===== src/rtl/psp_pkg.sv =====
package psp_pkg;
  typedef enum logic {
    DEV_PRIMARY   = 1'b0,
    DEV_SECONDARY = 1'b1
  } share_dev_e;
endpackage


===== src/rtl/psp_ready_sync.sv =====
module psp_ready_sync #(
  parameter int STAGES = 2
) (
  input  logic clk,
  input  logic rst,
  input  logic d_async,
  output logic d_sync
);
  logic [STAGES-1:0] chain_q;

  generate
    for (genvar s = 0; s < STAGES; s++) begin : g_stage
      if (s == 0) begin : g_first
        always_ff @(posedge clk) begin
          if (rst) chain_q[0] <= 1'b0;
          else     chain_q[0] <= d_async;
        end
      end else begin : g_next
        always_ff @(posedge clk) begin
          if (rst) chain_q[s] <= 1'b0;
          else     chain_q[s] <= chain_q[s-1];
        end
      end
    end
  endgenerate

  assign d_sync = chain_q[STAGES-1];
endmodule


===== src/rtl/psp_sel_decode.sv =====
module psp_sel_decode
  import psp_pkg::*;
#(
  parameter int ADDR_W   = 3,
  parameter int SEL_CODE = 7
) (
  input  logic              clk,
  input  logic              rst,
  input  logic [ADDR_W-1:0] addr,
  input  logic              poll_n,
  input  logic              sc_change,
  input  logic              share_sel,
  input  logic              host_read,
  input  logic              ifc,
  output logic              bus_en,
  output logic              dir_out
);
  localparam logic [ADDR_W-1:0] MY_CODE = ADDR_W'(SEL_CODE);

  share_dev_e owner_q;
  logic       en_next;

  assign en_next = (addr == MY_CODE) && poll_n && !sc_change
                   && (owner_q == DEV_PRIMARY);

  always_ff @(posedge clk) begin
    if (rst || ifc) begin
      owner_q <= DEV_PRIMARY;
    end else if (sc_change) begin
      owner_q <= share_dev_e'(share_sel);
    end
  end

  always_ff @(posedge clk) begin
    if (rst || ifc) begin
      bus_en  <= 1'b0;
      dir_out <= 1'b0;
    end else begin
      bus_en  <= en_next;
      dir_out <= en_next && host_read;
    end
  end

  AST_POLL_BLOCKS_EN: assert property (@(posedge clk) disable iff (rst)
    !poll_n |=> !bus_en);
  AST_SCC_BLOCKS_EN: assert property (@(posedge clk) disable iff (rst)
    sc_change |=> !bus_en);
  AST_SHARE_BLOCKS_EN: assert property (@(posedge clk) disable iff (rst)
    (owner_q == DEV_SECONDARY && !sc_change && !ifc) |=> !bus_en);
  AST_DIR_GATED: assert property (@(posedge clk) disable iff (rst)
    dir_out |-> bus_en);
endmodule


===== src/rtl/psp_poll_resp.sv =====
module psp_poll_resp #(
  parameter int DATA_W   = 8,
  parameter int SEL_CODE = 7
) (
  input  logic              clk,
  input  logic              rst,
  input  logic              poll_n,
  input  logic              ifc,
  input  logic              rdy_sync,
  output logic [DATA_W-1:0] poll_drv
);
  logic poll_act;
  logic poll_prev_q;
  logic poll_start;
  logic rdy_hold_q;
  logic resp_q;

  assign poll_act   = !poll_n;
  assign poll_start = poll_act && !poll_prev_q;

  // Reset to "poll seen" so a poll already running at reset never starts a reply.
  always_ff @(posedge clk) begin
    if (rst) poll_prev_q <= 1'b1;
    else     poll_prev_q <= poll_act;
  end

  always_ff @(posedge clk) begin
    if (rst || ifc) begin
      rdy_hold_q <= 1'b0;
      resp_q     <= 1'b0;
    end else begin
      if (poll_start) rdy_hold_q <= rdy_sync;
      resp_q <= poll_act && (poll_start ? rdy_sync : rdy_hold_q);
    end
  end

  generate
    for (genvar b = 0; b < DATA_W; b++) begin : g_bit
      if (b == SEL_CODE) begin : g_mine
        assign poll_drv[b] = resp_q;
      end else begin : g_other
        assign poll_drv[b] = 1'b0;
      end
    end
  endgenerate

  AST_NO_MIDPOLL_START: assert property (@(posedge clk) disable iff (rst)
    $rose(resp_q) |-> ($past(poll_n, 2) && !$past(poll_n, 1)));
  AST_HOLD_DURING_POLL: assert property (@(posedge clk) disable iff (rst || ifc)
    (poll_act && poll_prev_q && resp_q) |=> resp_q);
  AST_IDLE_NO_DRIVE: assert property (@(posedge clk) disable iff (rst)
    poll_n |=> !resp_q);
endmodule


===== src/rtl/periph_sel_poll.sv =====
module periph_sel_poll #(
  parameter int ADDR_W      = 3,
  parameter int DATA_W      = 8,
  parameter int SEL_CODE    = 7,
  parameter int SYNC_STAGES = 2
) (
  input  logic              clk,
  input  logic              rst,
  input  logic [ADDR_W-1:0] addr,
  input  logic              poll_n,
  input  logic              sc_change,
  input  logic              share_sel,
  input  logic              host_read,
  input  logic              ready,
  input  logic              ifc,
  output logic              bus_en,
  output logic              dir_out,
  output logic [DATA_W-1:0] poll_drv
);
  logic rdy_s;

  psp_sel_decode #(.ADDR_W(ADDR_W), .SEL_CODE(SEL_CODE)) u_dec (
    .clk(clk), .rst(rst), .addr(addr), .poll_n(poll_n),
    .sc_change(sc_change), .share_sel(share_sel), .host_read(host_read),
    .ifc(ifc), .bus_en(bus_en), .dir_out(dir_out)
  );

  psp_ready_sync #(.STAGES(SYNC_STAGES)) u_sync (
    .clk(clk), .rst(rst), .d_async(ready), .d_sync(rdy_s)
  );

  psp_poll_resp #(.DATA_W(DATA_W), .SEL_CODE(SEL_CODE)) u_poll (
    .clk(clk), .rst(rst), .poll_n(poll_n), .ifc(ifc),
    .rdy_sync(rdy_s), .poll_drv(poll_drv)
  );

  AST_IFC_CLEARS: assert property (@(posedge clk) disable iff (rst)
    ifc |=> (!bus_en && !dir_out && poll_drv == '0));
  AST_RESET_IDLE: assert property (@(posedge clk)
    rst |=> (!bus_en && !dir_out && poll_drv == '0));
endmodule


===== config.mk =====
export PLATFORM = sky130hd
export DESIGN_NAME = periph_sel_poll
export DESIGN_NICKNAME = d
export VERILOG_FILES = /design/src/rtl/psp_pkg.sv /design/src/rtl/psp_ready_sync.sv /design/src/rtl/psp_sel_decode.sv /design/src/rtl/psp_poll_resp.sv /design/src/rtl/periph_sel_poll.sv
export SDC_FILE = /design/constraint.sdc
export NUM_CORES = 1
export LEC_CHECK = 0
export BUFFER_PORTS_ARGS = -buffer_cell sky130_fd_sc_hd__buf_2
export CELL_PAD_IN_SITES_DETAIL_PLACEMENT = 1
export CELL_PAD_IN_SITES_GLOBAL_PLACEMENT = 1
export CORE_AREA = 2 2 39 41
export CTS_BUF_LIST = sky130_fd_sc_hd__clkbuf_8
export DETAILED_ROUTE_END_ITERATION = 12
export DIE_AREA = 0 0 41 43
export GPL_TIMING_DRIVEN = 0
export PLACE_DENSITY = 0.76
export SYNTH_ARGS = -nofsm -noshare
export SYNTH_HDL_FRONTEND = slang
export SYNTH_SLANG_ARGS = --single-unit

===== constraint.sdc =====
create_clock -name clk -period 2.21 [get_ports clk]
set_input_delay 0.221 -clock clk [delete_from_list [all_inputs] [get_ports clk]]
set_output_delay 0.221 -clock clk [all_outputs]
set_load 0.005 [all_outputs]

==> metrics.txt, run 1 <==
Post-synth top flop=dfxtp_1; Area Overhead vs Synth=44.07%; row cnt=14; H-tree levels=1; LEAKAGE=0.2462 nW; Mapped Area=337.8 µm²; Power Dens Cells=between 700 and 800 nW/µm²; routability cong.=0.5809; Mapped Avg Cell Area=roughly 11 µm²; Hold Crit Class=in2reg; main combinational cell family by area after synthesis=simple AND/OR/NAND/NOR gates; Core ar.=around 1400 µm²; critical path class=reg2out; width of the chip=just over 40 µm; global-route wire length before repair=~1000 µm; CTS tree=yes; Worst Hold End=u_dec.dir_out$_SDFF_PP0_; GR Overflow Total=0; post-synth top area share=47.41%; Seq/Total Area, Yosys=approximately 47%; reg2reg path depth=2; initial DRC count=0; Synth Area in Simple Gates=between 20 and 25%; router iterations before antenna repair=1; # diodes=0; total power=0.0003567 W; share of cells above drive strength 1=51.85%; asr flop ratio synth=0%; largest net degree at the start of global routing=6; worst skew pair latency=0.23 ns; RSZ-0062 raised after global routing=no; # Max-Cap Violations=0; Residual DRC=0; post-synth top area cell=dfxtp_1; Compound-Gate Fraction of Synth Area=2.963%; Post-Synth Adder-Cell Area=0%; Die H=43 µm; Period Utilization, post-route=44.06%; Via Count=273; reg-to-reg endpoint=u_poll.rdy_hold_q$_SDFF_PP0_; Setup Skew=around 0.0041 ns; post-CTS resize count=0; critical path startpoint category=flip-flop; Num Clock Sinks=8; CP Capture Type=output port; via/cell ratio=3.900; number of enable flip-flop cells after synthesis=0; ANT nets after route=0; Tot GR Track Use=9.366%; CP required=1.99 ns; Final setup viols=0; status=completed; CTS Buffer Depth=2; Final HPWL DP=513.9 µm; WL per Instance=8.814 µm; I/O Buffers=13; Die ar.=1763 µm²; crit path max fanout=1; Final Hold Viols=0; Post-Synth XOR/XNOR Area=0%; min Tclk post-route=0.9736 ns; vias in the first global route=between 200 and 300; synthesized instance count=32; Hold-fix buffers, CTS=0; Worst-path clk slew=0.04 ns; IO Pins=21; hold depth=2; FF-to-FF setup slack=1.34 ns; initial core utilization=between 20% and 30%; count of pins over their slew limit=0; Worst Path Arrival=around 0.75 ns; maximum operating frequency=just over 1000 MHz; HP Start=sc_change; peak supply drop=0.2905 mV; synth top area cells=dfxtp_1 (47%), buf_4 (18%), mux2i_1 (5.9%), and2b_2 (5.2%), or3b_1 (5.2%); warnings from Yosys=0; #FFs+latches synth=8; post-synthesis mux area share=5.926%; final setup TNS=0 ns; Reg-to-Reg Start=u_poll.poll_prev_q$_SDFF_PP1_; post-CTS setup buffer count=0; nets=67; commonest cells in the netlist=buf_4 (8), dfxtp_1 (8), and2b_2 (2), mux2i_1 (2), or3b_1 (2); Routed WL=617 µm; synth unique cells=15; clock root buffer=clkbuf_8; CTS buffer count=3; antenna violations before repair=0
-- layout make-up --
type                    count  area [µm²]
fillers                   170       897.1
flip-flops and latches      8       160.2
multi-input cells          22       140.1
repair buffers             13       65.06
plain buffers               8       60.06
clock buffers               3       41.29
well taps                  16       20.02
-- flip-flops by register name, summed over array words and instances, names as in the netlist --
name / flops
u_dec.owner_q: 1
u_poll.rdy_hold_q: 1
u_sync.chain_q: 1
u_poll.resp_q: 1
u_dec.dir_out: 1
u_sync.d_sync: 1
u_dec.bus_en: 1
u_poll.poll_prev_q: 1
-- how the worst max path moves through the flow --
stage | from | end | slack, ns
finish | u_poll.resp_q$_SDFF_PP0_ | poll_drv[7] | 1.24
floorplan | u_poll.poll_prev_q$_SDFF_PP1_ | u_poll.rdy_hold_q$_SDFF_PP0_ | 1.38
detailed placement | ifc | u_dec.dir_out$_SDFF_PP0_ | 1.26
CTS | u_poll.resp_q$_SDFF_PP0_ | poll_drv[7] | 1.23
global route | u_poll.resp_q$_SDFF_PP0_ | poll_drv[7] | 1.21
global placement | rst | u_dec.dir_out$_SDFF_PP0_ | 1.27
-- cell families (layout without fill, tap and decap cells) --
kind of cell | count (synthesis) | count (layout)
DFF | 8 | 8
and+or+nand+nor | 11 | 11
muxes | 2 | 2
other | 1 | 7
AOI/OAI and AO/OA | 2 | 2
buffers and inverters | 8 | 24
-- critical path, stage by stage (launching register included) --
cell and delay, ns:
dfxtp_1 0.29, buf_4 0.12, buf_2 0.11
-- cell usage in the layout, fill, tap and decap left out, drive strengths merged, types with 2 or more instances in the layout --
master  instances
buf            21
clkbuf          3
mux2i           2
nor4            2
dfxtp           8
and2b           2
or3b            2
conb            7
-- layer usage --
layer	routed length, µm	vias up	GRT usage [%]	share of wire (%)
li1	-	139	-	-
met1	241	118	8.442	39
met2	278	13	12.50	45
met3	70	3	6.283	11
met4	27	0	10.00	4.4
met5	0	-	0	0
-- power by group --
part           switching (W)  leakage (nW)  internal [W]   total, W
logic              0.0000121         0.159     0.0000198  0.0000318
clock network      0.0000565        0.0216      0.000118   0.000174
registers         0.00000183        0.0653      0.000149   0.000151
-- stage by stage --
stage | setup WS (ns) | instance area, µm² | cells | util [%] | hold slack [ns]
after floorplan | 1.377 | 360.3 | 38 | - | 0.2933
after global placement | 1.266 | 445.4 | 67 | 32.19 | 0.4312
after detailed placement | 1.261 | 445.4 | 67 | 32.19 | 0.4414
after CTS | 1.228 | 486.7 | 70 | 35.17 | 0.1989
after global routing | 1.208 | 486.7 | 70 | 35.17 | 0.2077
final | 1.236 | 486.7 | 70 | 35.17 | 0.1991
Note: power is estimated with default switching activity, not from simulation.
==> run 2: changes to the inputs <==
==> constraint.sdc (replaced) <==
create_clock -name clk -period 0.9 [get_ports clk]
set_input_delay 0.09 -clock clk [delete_from_list [all_inputs] [get_ports clk]]
set_output_delay 0.09 -clock clk [all_outputs]
set_load 0.005 [all_outputs]
==> run 2 against run 1 <==
Compared with the run above:
- wire length grew 5.8%
- hold slack lost 0.13 ns
- clock skew grew 0.00076 ns
- sequential share of layout area shrank 0.57 points
- non-clock buffer count grew 1
- via count grew 1.5%
- total power grew 150%
- die area is the same
- global-route usage is the same
- critical path depth is the same
- register-to-register slack lost 1.3 ns
- clock power grew 150%
- highest routed layer unchanged
==> metrics.txt, run 2 (same netlist as run 1, synthesis figures left out) <==
largest net degree at the start of global routing=6; Worst-path clk slew=approximately 0.040 ns; CP Capture Type=flip-flop; FF-to-FF setup slack=0.03 ns; IO Pins=21; most common cell after layout, fill and taps aside=buf_2; CTS Buffer Depth=2; Sw Share=about 20%; I/O Buffers=13; via/cell ratio=3.901; antenna violations before repair=0; Die ar.=about 1800 µm²; Setup Skew=between 0.004 and 0.005 ns; Die H=43 µm; DP Worst Slack=0.02608 ns; Tot GR Track Use=under 10%; most frequent cells in the layout=buf_2 (13), buf_4 (9), conb_1 (7), dfxtp_1 (6), clkbuf_8 (3); initial DRC count=0; Final HPWL DP=roughly 510 µm; vias in the first global route=263; ANT nets after route=0; status=completed; Routed WL=653 µm; Final Hold Viols=0; Worst Path Arrival=1.04 ns; Logic pwr share=9.4%; LEAKAGE=0.2526 nW; Core ar.=1384 µm²; Int Pwr=0.0007074 W; GR Overflow Total=0; CTS buffer count=3; clock root buffer=clkbuf_8; Residual DRC=0; WL per Instance=9.197 µm; maximum operating frequency=1145 MHz; CP required=1.06 ns; crit path max fanout=3; Placed Cells=67; count of pins over their slew limit=0; Filler Cell Count=171; RSZ-0062 raised after global routing=yes; min Tclk post-route=0.8737 ns; router iterations before antenna repair=1; Area Overhead vs Synth=48.89%; # diodes=0; Switch Pwr=approximately 0.00018 W; CTS tree=yes; Via Count=about 280; Worst Setup SP=u_poll.poll_prev_q$_SDFF_PP1_; reg2reg path depth=2; non-filler cells, final=71; Final setup viols=0; global-route wire length before repair=993 µm; Num Clock Sinks=8; Critical Path Sink=u_poll.rdy_hold_q$_SDFF_PP0_; Seq pwr share=41.9%; clock network power share=48.6%; reg-to-reg endpoint=u_poll.rdy_hold_q$_SDFF_PP0_; row cnt=14; peak supply drop=0.7172 mV; WHS=0.06841 ns; nets=68; Power Dens Cells=1757 nW/µm²; initial core utilization=24.41%; share of cells above drive strength 1=between 60% and 70%; worst skew pair latency=0.23 ns; HP Start=sc_change; Reg-to-Reg Start=u_poll.poll_prev_q$_SDFF_PP1_; total power=0.0008836 W; Period Utilization, post-route=97.08%; # Max-Cap Violations=0; width of the chip=41 µm; H-tree levels=1; critical path class=reg2reg; routability cong.=0.5809; critical path startpoint category=flip-flop; fin worst setup slack=around 0.026 ns; Hold Crit Class=in2reg
-- run 2: cell types whose count changed in the layout (fill, tap and decap cells not counted) --
| cell | delta |
|---|---|
| a21oi_1 | -1 |
| a21oi_2 | +1 |
| buf_4 | +1 |
| dfxtp_1 | -2 |
| dfxtp_2 | +2 |
| or3b_1 | -1 |
| or3b_4 | +1 |
-- run 2: area by class of cell --
class | count | area (µm²) | share of cell area (%)
Multi-Input combinational cell | 22 | 146.4 | 29.10
Timing Repair Buffer | 14 | 72.57 | 14.43
Clock buffer | 3 | 41.29 | 8.209
Sequential cell | 8 | 162.7 | 32.34
Tap cell | 16 | 20.02 | 3.980
Buffer | 8 | 60.06 | 11.94
-- run 2: stage by stage --
stage,util (%),setup TNS (ns),instance area [µm²]
after floorplan,-,0,360.3
after global placement,32.19,0,445.4
after detailed placement,32.19,0,445.4
after CTS,35.17,0,486.7
after global routing,36.35,-0.002510,503.0
final,36.35,0,503.0
-- run 2: critical path, stage by stage, from the launching register on --
cell and delay, ns:
dfxtp_2 0.32, or3b_4 0.36, a21oi_2 0.13
-- run 2: what timing repair did --
action                                 in CTS  in global routing
hold buffers                                0                  0
resized for setup                           0                  4
buffers inserted                            0                  1
setup endpoints to repair                   0                  1
endpoints found under the hold margin       0                  0
-- run 2: how the worst min path moves through the flow --
stage | to | slack [ns] | cells after the start
4_1_cts | u_dec.dir_out$_SDFF_PP0_ | 0.07 | 2
5_1_grt | u_dec.dir_out$_SDFF_PP0_ | 0.08 | 2
6_report | u_dec.dir_out$_SDFF_PP0_ | 0.07 | 2
3_3_place_gp | u_dec.dir_out$_SDFF_PP0_ | 0.31 | 2
3_5_place_dp | u_dec.dir_out$_SDFF_PP0_ | 0.31 | 2
2_1_floorplan | u_dec.dir_out$_SDFF_PP0_ | 0.16 | 1
-- run 2: power groups by stage --
| stage | logic, W | clock network (W) | registers [W] |
|---|---|---|---|
| 2_1_floorplan | 0.0000479 | 0 | 0.000374 |
| 3_3_place_gp | 0.0000774 | 0 | 0.000375 |
| 3_5_place_dp | 0.0000780 | 0 | 0.000376 |
| 4_1_cts | 0.0000782 | 0.000444 | 0.000370 |
| 5_1_grt | 0.0000917 | 0.000462 | 0.000371 |
| 6_report | 0.0000832 | 0.000430 | 0.000371 |
-- run 2: routing by layer --
layer,wire length (µm),GRT usage [%],vias up
met3,65,6.283,3
met2,306,12.50,13
met4,27,10.00,0
met1,252,8.442,121
li1,-,-,140
met5,0,0,-
